[src/rtl/lcd_geom_pkg.sv]
// Shared widths, window offsets, the geometry record and the function
// that derives geometry from stored register values.
package lcd_geom_pkg;

    localparam int ADR_W   = 20;  // nibble address width
    localparam int SEL_W   = 3;   // nibble index width within a field
    localparam int OFS_W   = 6;   // offset width within the device window
    localparam int LOFS_W  = 12;  // line stride extension width
    localparam int LCNT_W  = 8;   // stored line count width
    localparam int LINES_W = 6;   // active line field width
    localparam int SCAN_W  = 7;   // scan counter width (value -1 encoded as all ones)

    localparam int N_START = 5;
    localparam int N_LOFS  = 3;
    localparam int N_LCNT  = 2;
    localparam int N_MENU  = 5;

    localparam logic [OFS_W-1:0] OFF_CTL   = 6'h00;
    localparam logic [OFS_W-1:0] OFF_START = 6'h20;
    localparam logic [OFS_W-1:0] OFF_LOFS  = 6'h25;
    localparam logic [OFS_W-1:0] OFF_LCNT  = 6'h28;
    localparam logic [OFS_W-1:0] OFF_MENU  = 6'h30;

    localparam logic [ADR_W-1:0] MENU_SPAN = 20'h00110;

    typedef struct packed {
        logic               en;
        logic [2:0]         ofs;
        logic [LOFS_W-1:0]  nibs;
        logic [ADR_W-1:0]   start;
        logic [ADR_W-1:0]   stop;
        logic [LINES_W-1:0] lines;
        logic [ADR_W-1:0]   mstart;
        logic [ADR_W-1:0]   mstop;
    } geom_t;

    // Derive the full geometry record from the stored register contents.
    function automatic geom_t geom_of(input logic [3:0]        ctl,
                                      input logic [ADR_W-1:0]  start,
                                      input logic [LOFS_W-1:0] lofs,
                                      input logic [LCNT_W-1:0] lcnt,
                                      input logic [ADR_W-1:0]  menu,
                                      input int                row_w);
        geom_t g;
        logic [ADR_W-1:0] rows;
        g.en     = ctl[3];
        g.ofs    = ctl[2:0];
        g.nibs   = LOFS_W'(row_w) + lofs + ((ctl[2:0] > 3'd3) ? LOFS_W'(2) : LOFS_W'(0));
        g.start  = {start[ADR_W-1:1], 1'b0};
        g.lines  = (lcnt[LINES_W-1:0] == '0) ? '1 : lcnt[LINES_W-1:0];
        rows     = ADR_W'(g.lines) + ADR_W'(1);
        g.stop   = g.start + ADR_W'(g.nibs) * rows;
        g.mstart = menu;
        g.mstop  = menu + MENU_SPAN;
        return g;
    endfunction

endpackage

[src/rtl/nib_field.sv]
// Multi-nibble storage register written one nibble at a time.
// Assumes the caller has already decoded that the access targets this
// field and that sel is below NIBS.
module nib_field
    import lcd_geom_pkg::*;
#(
    parameter int                NIBS = 1,
    parameter logic [NIBS*4-1:0] RST  = '0
) (
    input  logic              clk,
    input  logic              rst_n,
    input  logic              wr_en,
    input  logic [SEL_W-1:0]  sel,
    input  logic [3:0]        wr_nib,
    output logic [NIBS*4-1:0] value
);

    logic [NIBS-1:0]   we;
    logic [NIBS*4-1:0] value_q;

    // One write enable per nibble lane.
    for (genvar g = 0; g < NIBS; g++) begin : g_we
        assign we[g] = wr_en && (sel == SEL_W'(g));
    end

    // Store the addressed nibble; reset loads the field default.
    always_ff @(posedge clk) begin
        if (!rst_n) begin
            value_q <= RST;
        end else begin
            for (int i = 0; i < NIBS; i++) begin
                if (we[i]) value_q[i*4 +: 4] <= wr_nib;
            end
        end
    end

    assign value = value_q;

endmodule

[src/rtl/scan_ctr.sv]
// Raster line counter seen through line-count reads. Holds -1 (all ones)
// or 0..63. Advance runs before the value is used, and clear wins over
// advance. nxt_lo is the low six bits the current read returns.
module scan_ctr
    import lcd_geom_pkg::*;
(
    input  logic               clk,
    input  logic               rst_n,
    input  logic               adv,
    input  logic               clr,
    output logic [LINES_W-1:0] nxt_lo
);

    localparam logic [SCAN_W-1:0] IDLE = '1;
    localparam logic [SCAN_W-1:0] TOP  = SCAN_W'(1 << LINES_W);

    logic [SCAN_W-1:0] cnt_q, cnt_inc, cnt_nxt;

    // Step value with wrap from 63 back to -1.
    always_comb begin
        cnt_inc = cnt_q + SCAN_W'(1);
        cnt_nxt = (cnt_inc == TOP) ? IDLE : cnt_inc;
    end

    // Counter register: clear on reset or line-count write, else advance on read.
    always_ff @(posedge clk) begin
        if (!rst_n || clr) cnt_q <= IDLE;
        else if (adv)      cnt_q <= cnt_nxt;
    end

    assign nxt_lo = cnt_nxt[LINES_W-1:0];

    // counter never leaves the legal range
    a_r8_scan_range: assert property (@(posedge clk) disable iff (!rst_n)
        (cnt_q < TOP) || (cnt_q == IDLE));

    // a line-count write leaves the counter at -1
    a_r9_clear_wins: assert property (@(posedge clk) disable iff (!rst_n)
        clr |=> (cnt_q == IDLE));

endmodule

[src/rtl/geom_track.sv]
// Registers the derived geometry and raises a one-cycle strobe in the
// cycle where a new value first shows. Assumes reset is held for at least
// two clock edges.
module geom_track
    import lcd_geom_pkg::*;
#(
    parameter int ROW_W = 34
) (
    input  logic  clk,
    input  logic  rst_n,
    input  geom_t cur,
    output geom_t geom_q,
    output logic  chg
);

    localparam geom_t RST_G = geom_of('0, '0, '0, '0, '0, ROW_W);

    // Capture new geometry and flag any difference from the held copy.
    always_ff @(posedge clk) begin
        if (!rst_n) begin
            geom_q <= RST_G;
            chg    <= 1'b0;
        end else begin
            geom_q <= cur;
            chg    <= (cur != geom_q);
        end
    end

    // a strobe always marks an actual change of the outputs
    a_r10_pulse_means_change: assert property (@(posedge clk) disable iff (!rst_n)
        chg |-> (geom_q != $past(geom_q)));

    // without a strobe the outputs hold still
    a_r10_quiet_means_stable: assert property (@(posedge clk) disable iff (!rst_n)
        !chg |-> $stable(geom_q));

endmodule

[src/rtl/lcd_geom_regs.sv]
// Register window of the bitmap display controller. Decodes the 64-nibble
// device window, stores the geometry registers, returns registered read
// data and publishes the derived geometry. Assumes at most one bus address
// per cycle; a write wins over a read in the same cycle.
module lcd_geom_regs
    import lcd_geom_pkg::*;
#(
    parameter int               ROW_W    = 34,
    parameter logic [ADR_W-1:0] DEV_BASE = 20'h00100
) (
    input  logic               clk,
    input  logic               rst_n,
    input  logic [ADR_W-1:0]   bus_addr,
    input  logic               wr_en,
    input  logic [3:0]         wr_nib,
    input  logic               rd_en,
    output logic [3:0]         rd_nib,
    output logic               disp_on,
    output logic [2:0]         pix_ofs,
    output logic [LOFS_W-1:0]  line_nibs,
    output logic [ADR_W-1:0]   disp_start,
    output logic [ADR_W-1:0]   disp_end,
    output logic [LINES_W-1:0] num_lines,
    output logic [ADR_W-1:0]   menu_start,
    output logic [ADR_W-1:0]   menu_end,
    output logic               menu_active,
    output logic               geom_chg
);

    logic [ADR_W-1:0] rel;
    logic [OFS_W-1:0] off;
    logic             in_win, do_rd;
    logic             hit_ctl, hit_start, hit_lofs, hit_lcnt, hit_menu;
    logic [SEL_W-1:0] sel_start, sel_lofs, sel_lcnt, sel_menu;

    logic [3:0]              ctl_q;
    logic [N_START*4-1:0]    start_q;
    logic [N_LOFS*4-1:0]     lofs_q;
    logic [N_LCNT*4-1:0]     lcnt_q;
    logic [N_MENU*4-1:0]     menu_q;
    logic [LINES_W-1:0]      scan_lo;
    logic [7:0]              scan_byte;
    logic [3:0]              rd_mux;
    logic [3:0]              rd_q;
    geom_t                   geom_cur, geom_q;

    // Window and field decode.
    always_comb begin
        rel       = bus_addr - DEV_BASE;
        in_win    = (rel[ADR_W-1:OFS_W] == '0);
        off       = rel[OFS_W-1:0];
        hit_ctl   = in_win && (off == OFF_CTL);
        hit_start = in_win && (off >= OFF_START) && (off < OFF_START + OFS_W'(N_START));
        hit_lofs  = in_win && (off >= OFF_LOFS)  && (off < OFF_LOFS  + OFS_W'(N_LOFS));
        hit_lcnt  = in_win && (off >= OFF_LCNT)  && (off < OFF_LCNT  + OFS_W'(N_LCNT));
        hit_menu  = in_win && (off >= OFF_MENU)  && (off < OFF_MENU  + OFS_W'(N_MENU));
        sel_start = SEL_W'(off - OFF_START);
        sel_lofs  = SEL_W'(off - OFF_LOFS);
        sel_lcnt  = SEL_W'(off - OFF_LCNT);
        sel_menu  = SEL_W'(off - OFF_MENU);
        do_rd     = rd_en && !wr_en;
    end

    nib_field #(.NIBS(1)) u_ctl (
        .clk(clk), .rst_n(rst_n), .wr_en(wr_en && hit_ctl), .sel('0),
        .wr_nib(wr_nib), .value(ctl_q));

    nib_field #(.NIBS(N_START)) u_start (
        .clk(clk), .rst_n(rst_n), .wr_en(wr_en && hit_start), .sel(sel_start),
        .wr_nib(wr_nib), .value(start_q));

    nib_field #(.NIBS(N_LOFS)) u_lofs (
        .clk(clk), .rst_n(rst_n), .wr_en(wr_en && hit_lofs), .sel(sel_lofs),
        .wr_nib(wr_nib), .value(lofs_q));

    nib_field #(.NIBS(N_LCNT)) u_lcnt (
        .clk(clk), .rst_n(rst_n), .wr_en(wr_en && hit_lcnt), .sel(sel_lcnt),
        .wr_nib(wr_nib), .value(lcnt_q));

    nib_field #(.NIBS(N_MENU)) u_menu (
        .clk(clk), .rst_n(rst_n), .wr_en(wr_en && hit_menu), .sel(sel_menu),
        .wr_nib(wr_nib), .value(menu_q));

    scan_ctr u_scan (
        .clk(clk), .rst_n(rst_n), .adv(do_rd && hit_lcnt),
        .clr(wr_en && hit_lcnt), .nxt_lo(scan_lo));

    // Geometry derived from the stored fields.
    always_comb geom_cur = geom_of(ctl_q, start_q, lofs_q, lcnt_q, menu_q, ROW_W);

    geom_track #(.ROW_W(ROW_W)) u_geom (
        .clk(clk), .rst_n(rst_n), .cur(geom_cur), .geom_q(geom_q), .chg(geom_chg));

    // Read data selection, scan byte included.
    always_comb begin
        scan_byte = {lcnt_q[LCNT_W-1:LINES_W], scan_lo};
        rd_mux    = 4'h0;
        if (hit_ctl)        rd_mux = ctl_q;
        else if (hit_start) rd_mux = start_q[4*int'(sel_start) +: 4];
        else if (hit_lofs)  rd_mux = lofs_q[4*int'(sel_lofs) +: 4];
        else if (hit_lcnt)  rd_mux = sel_lcnt[0] ? scan_byte[7:4] : scan_byte[3:0];
        else if (hit_menu)  rd_mux = menu_q[4*int'(sel_menu) +: 4];
    end

    // Read data register, loaded only on a read that is not overridden by a write.
    always_ff @(posedge clk) begin
        if (!rst_n)     rd_q <= 4'h0;
        else if (do_rd) rd_q <= rd_mux;
    end

    assign rd_nib      = rd_q;
    assign disp_on     = geom_q.en;
    assign pix_ofs     = geom_q.ofs;
    assign line_nibs   = geom_q.nibs;
    assign disp_start  = geom_q.start;
    assign disp_end    = geom_q.stop;
    assign num_lines   = geom_q.lines;
    assign menu_start  = geom_q.mstart;
    assign menu_end    = geom_q.mstop;
    assign menu_active = (geom_q.lines != '1);

    // the published line count is never zero
    a_r5_lines_nonzero: assert property (@(posedge clk) disable iff (!rst_n)
        num_lines != '0);

    // menu range always spans the fixed length
    a_r7_menu_span: assert property (@(posedge clk) disable iff (!rst_n)
        (menu_end - menu_start) == MENU_SPAN);

    // writes outside the window leave every stored field alone
    a_r11_outside_ignored: assert property (@(posedge clk) disable iff (!rst_n)
        (wr_en && !in_win) |=> ($stable(ctl_q) && $stable(start_q) && $stable(lofs_q)
                                && $stable(lcnt_q) && $stable(menu_q)));

endmodule

[config.mk]
export PLATFORM = sky130hd
export DESIGN_NAME = lcd_geom_regs
export DESIGN_NICKNAME = d
export VERILOG_FILES = /design/src/rtl/lcd_geom_pkg.sv /design/src/rtl/nib_field.sv /design/src/rtl/scan_ctr.sv /design/src/rtl/geom_track.sv /design/src/rtl/lcd_geom_regs.sv
export SDC_FILE = /design/constraint.sdc
export NUM_CORES = 1
export LEC_CHECK = 0
export ABC_AREA = 1
export BUFFER_PORTS_ARGS = -buffer_cell sky130_fd_sc_hd__buf_2
export CORE_MARGIN = 3
export CORE_UTILIZATION = 39
export CTS_BUF_LIST = sky130_fd_sc_hd__clkbuf_16
export CTS_CLUSTER_DIAMETER = 100
export DETAILED_ROUTE_END_ITERATION = 7
export MAX_ROUTING_LAYER = met4
export SLEW_MARGIN = 30
export SYNTH_ARGS = -nofsm -noshare
export SYNTH_HDL_FRONTEND = slang
export SYNTH_SLANG_ARGS = --single-unit
[constraint.sdc]
create_clock -name clk -period 8.3 [get_ports clk]
set_input_delay 0 -clock clk [delete_from_list [all_inputs] [get_ports clk]]
set_output_delay 0 -clock clk [all_outputs]
set_load 0.005 [all_outputs]
==> results.py <==
metrics = {
    "timing": {
        "finalSetupViolCount": 0,
        "slew_viol_final": 0,
        "setup_ws_ns": 1.35,
        "tightestPinTransition_ns": 0.964,
        "maxSlewHeadroom_pct": 35.5,
        "worst_clock_skew_ns": 0.0113,
        "final.setup.tns_ns": 0,
        "period_needed_ns": 6.95,
        "timing.final.crit_share_pct": 83.7,
        "grt_setup_unrepaired": "false",
        "timing.fmax_ghz": 0.144,
        "final_hold_vio_count": 0,
    },
    "critical_path": {
        "timing.critical_path.arrival_ns": 7.24,
        "critical-path-max-stage-delay_ns": 0.54,
        "end_kind": "register",
        "crit_buf_inv": 7,
        "critPathLaunchType": "register",
        "worst_path_max_delay_cell": "fa_1",
        "regToRegSetupSlack_ns": 1.35,
        "capture_instance_of_the_worst_register_to_register_path": "u_geom.chg",
        "worstPathRequired_ns": 8.60,
        "cp.depth": 36,
        "most_frequent_cell_on_the_critical_path": "nor2_1",
        "critical_path.max_fanout": 12,
        "criticalPathCategory": "reg -> reg",
        "r2r_path_start": "u_lcnt.value[1]",
        "critPathTopFamily": "simple AND/OR/NAND/NOR gates",
        "worst_reg2reg_path_length_in_cells": 36,
    },
    "clock_tree": {
        "cts_hold_repair.buffers": 1,
        "cts_tree": "built",
        "post-cts-setup-buffers": 0,
        "clockRootBuffer": "clkbuf_16",
        "post_cts_resized": 0,
        "cts_buffer_depth": 2,
        "htreeDepth": 4,
        "cts.sink_count": 173,
        "clkLatencyLatePin_ns": 0.44,
        "cts-buffers-inserted": 17,
        "cts.reportedPaths.clkPinSlew_ns": 0.08,
    },
    "logic_synthesis": {
        "synth-main-ff-cell": "dfxtp_1",
        "mappedNetlistArea_um2": 12000,
        "postSynthAreaPerCell_um2": 7.01,
        "synth-seq-area-share_pct": 28.8,
        "async_reset_ff_share_pct": 0,
        "ys_types": 44,
        "count_of_mapped_cells_out_of_synthesis": 1713,
        "yosys_warnings": 0,
        "synth_nets": 1860,
        "number_of_storage_elements_in_the_synthesis_netlist": 173,
        "number_of_flops_mapped_to_enable_cells_by_yosys": 0,
    },
    "die": {
        "fp.dieW_um": 181,
        "ios": 136,
        "total_die_area_um2": 32900,
        "number_of_placement_rows": 63,
        "initial_utilization_pct": 40.1,
        "dieHeight_um": 181,
        "core_region_area_um2": 30000,
    },
    "global_route": {
        "grt_max_degree": 65,
        "first_global_vias": 10700,
        "global_route_wire_length_before_repair_um": 56600,
        "antenna_found_initial": 1,
        "groute.usage.overall_pct": 22.2,
        "grt_overflow_total": 0,
    },
    "drt": {
        "firstDrtPassIters": 5,
        "detail_route.vias_per_cell": 4.87,
        "drc": 0,
        "num_vias": 10900,
        "routed_wire_length_per_instance_um": 15.9,
        "routed_wirelength_um": 35500,
        "postRouteAntennaNets": 0,
        "first_iter_violations": 663,
    },
    "placement": {
        "preCtsSetupSlack_ns": 1.34,
        "globalplace.congestion": 0.979,
        "place_area_um2": 13000,
        "place_hpwl_um": 28100,
        "buffer_ports.inserted": 134,
    },
    "final_layout": {
        "fin_util_pct": 45.5,
        "layout.cells.most_common_list": "386 x nand2_1, 341 x inv_1, 209 x nor2_1",
        "final_net_count": 1972,
        "final_layout_size_suffix_gt1_share_pct": 10.7,
        "final_cell_area_um2": 13600,
        "layout.cells.most_common": "nand2_1",
        "flow.area_growth_from_synthesis_pct": 13.6,
    },
    "power_and_ir_drop": {
        "ir_drop_mv": 0.121,
        "static_leakage_uw": 0.00736,
        "powerDensity_nw_per_um2": 130,
    },
    "outcome": {
        "run_status": "finished, final reports clean",
    },
    "hold_path": {
        "worstHoldStart": "wr_nib[1]",
        "min_delay_worst_endpoint": "u_menu.value[5]",
        "min_path_cells": 3,
        "timing.hold.worst.class": "in -> reg",
    },
    "run": {
        "drv_cap": 0,
    },
}
==> cell families after synthesis <==
group / share of synthesized area (%)
flops: 28.8
xor+xnor: 5.81
fa+ha+maj: 16.5
other cells: 0.0312
buf+inv: 12.6
simple gates: 27.6
compound gates: 8.56
==> how the worst max path moves through the flow <==
stage,slack [ns],start,end
floorplan,2.83,u_lcnt.value[0],u_geom.chg
global placement,1.47,u_lcnt.value[0],u_geom.chg
detailed placement,1.34,u_lcnt.value[0],u_geom.chg
CTS,1.33,u_lcnt.value[0],u_geom.chg
global route,0.76,u_lcnt.value[0],u_geom.chg
finish,1.35,u_lcnt.value[1],u_geom.chg
==> tightest hold or removal path: stages <==
cell      delay, ns
buf_2          0.23
nor2_1         0.15
a211oi_1       0.05
==> metrics by stage <==
step,power [uW],std cells,hold slack [ns]
floorplan,882,1713,0.176
global placement,905,2195,0.403
detailed placement,905,2195,0.406
CTS,1790,2228,0.0119
global route,1830,2229,0.0348
finish,1770,2229,0.0333
==> metal layers <==
layer  share of wire [%]  GRT usage, %  vias to the layer above
met5                   0             -                        -
met1                  45          27.6                     4992
li1                    -             -                     5537
met2                  47          36.6                      264
met3                 4.4          3.59                       61
met4                 3.5          8.17                        0
==> power breakdown <==
group / leakage (uW) / total, uW / internal (uW) / switching (uW)
sequential: 0.00139 / 829 / 829 / 0.123
combinational: 0.00566 / 57.1 / 12.5 / 44.6
clock: 0.000310 / 886 / 469 / 417
total: 0.00736 / 1770 / 1310 / 462
==> state kept, by name, summed over array words and instances, names as in the netlist <==
name and flops:
rd_nib 4, u_ctl.value 4, u_geom.chg 1, u_geom.geom_q 97, u_lcnt.value 8, u_lofs.value 12
u_menu.value 20, u_scan.cnt_q 7, u_start.value 20
==> cells in the mapped netlist (3+ instances only) <==
| master | instances | area share (%) |
|---|---|---|
| fa_1 | 66 | 11 |
| xnor2_1 | 28 | 2.0 |
| inv_2 | 6 | 0.19 |
| nand4_1 | 17 | 0.89 |
| buf_4 | 5 | 0.31 |
| a21oi_1 | 54 | 2.3 |
| nor2_2 | 3 | 0.16 |
| o22ai_1 | 6 | 0.31 |
| nor3_1 | 15 | 0.63 |
| dfxtp_1 | 173 | 29 |
| xor2_1 | 49 | 3.6 |
| nand3_1 | 99 | 4.1 |
| o21ai_0 | 41 | 1.7 |
| nand2_1 | 386 | 12 |
| or2_2 | 7 | 0.36 |
| nand3b_1 | 15 | 0.94 |
| buf_2 | 10 | 0.42 |
| o21ai_1 | 3 | 0.13 |
| and2_1 | 5 | 0.26 |
| inv_1 | 341 | 11 |
| nor4_1 | 10 | 0.52 |
| a211oi_1 | 53 | 3.3 |
| o211ai_1 | 8 | 0.50 |
| nor2_1 | 209 | 6.5 |
| clkbuf_1 | 28 | 0.88 |
| nor2_4 | 4 | 0.38 |
| ha_1 | 53 | 5.5 |
==> final cells by class <==
class | instances | area [um^2]
repair buffers | 138 | 703
inverters | 348 | 1310
fillers | 3112 | 16300
clock inverters | 15 | 220
clock buffers | 17 | 425
well taps | 390 | 488
diodes | 1 | 2.50
multi-input cells | 1147 | 7030
flip-flops and latches | 173 | 3460
Power figures use the tool's default switching activity.
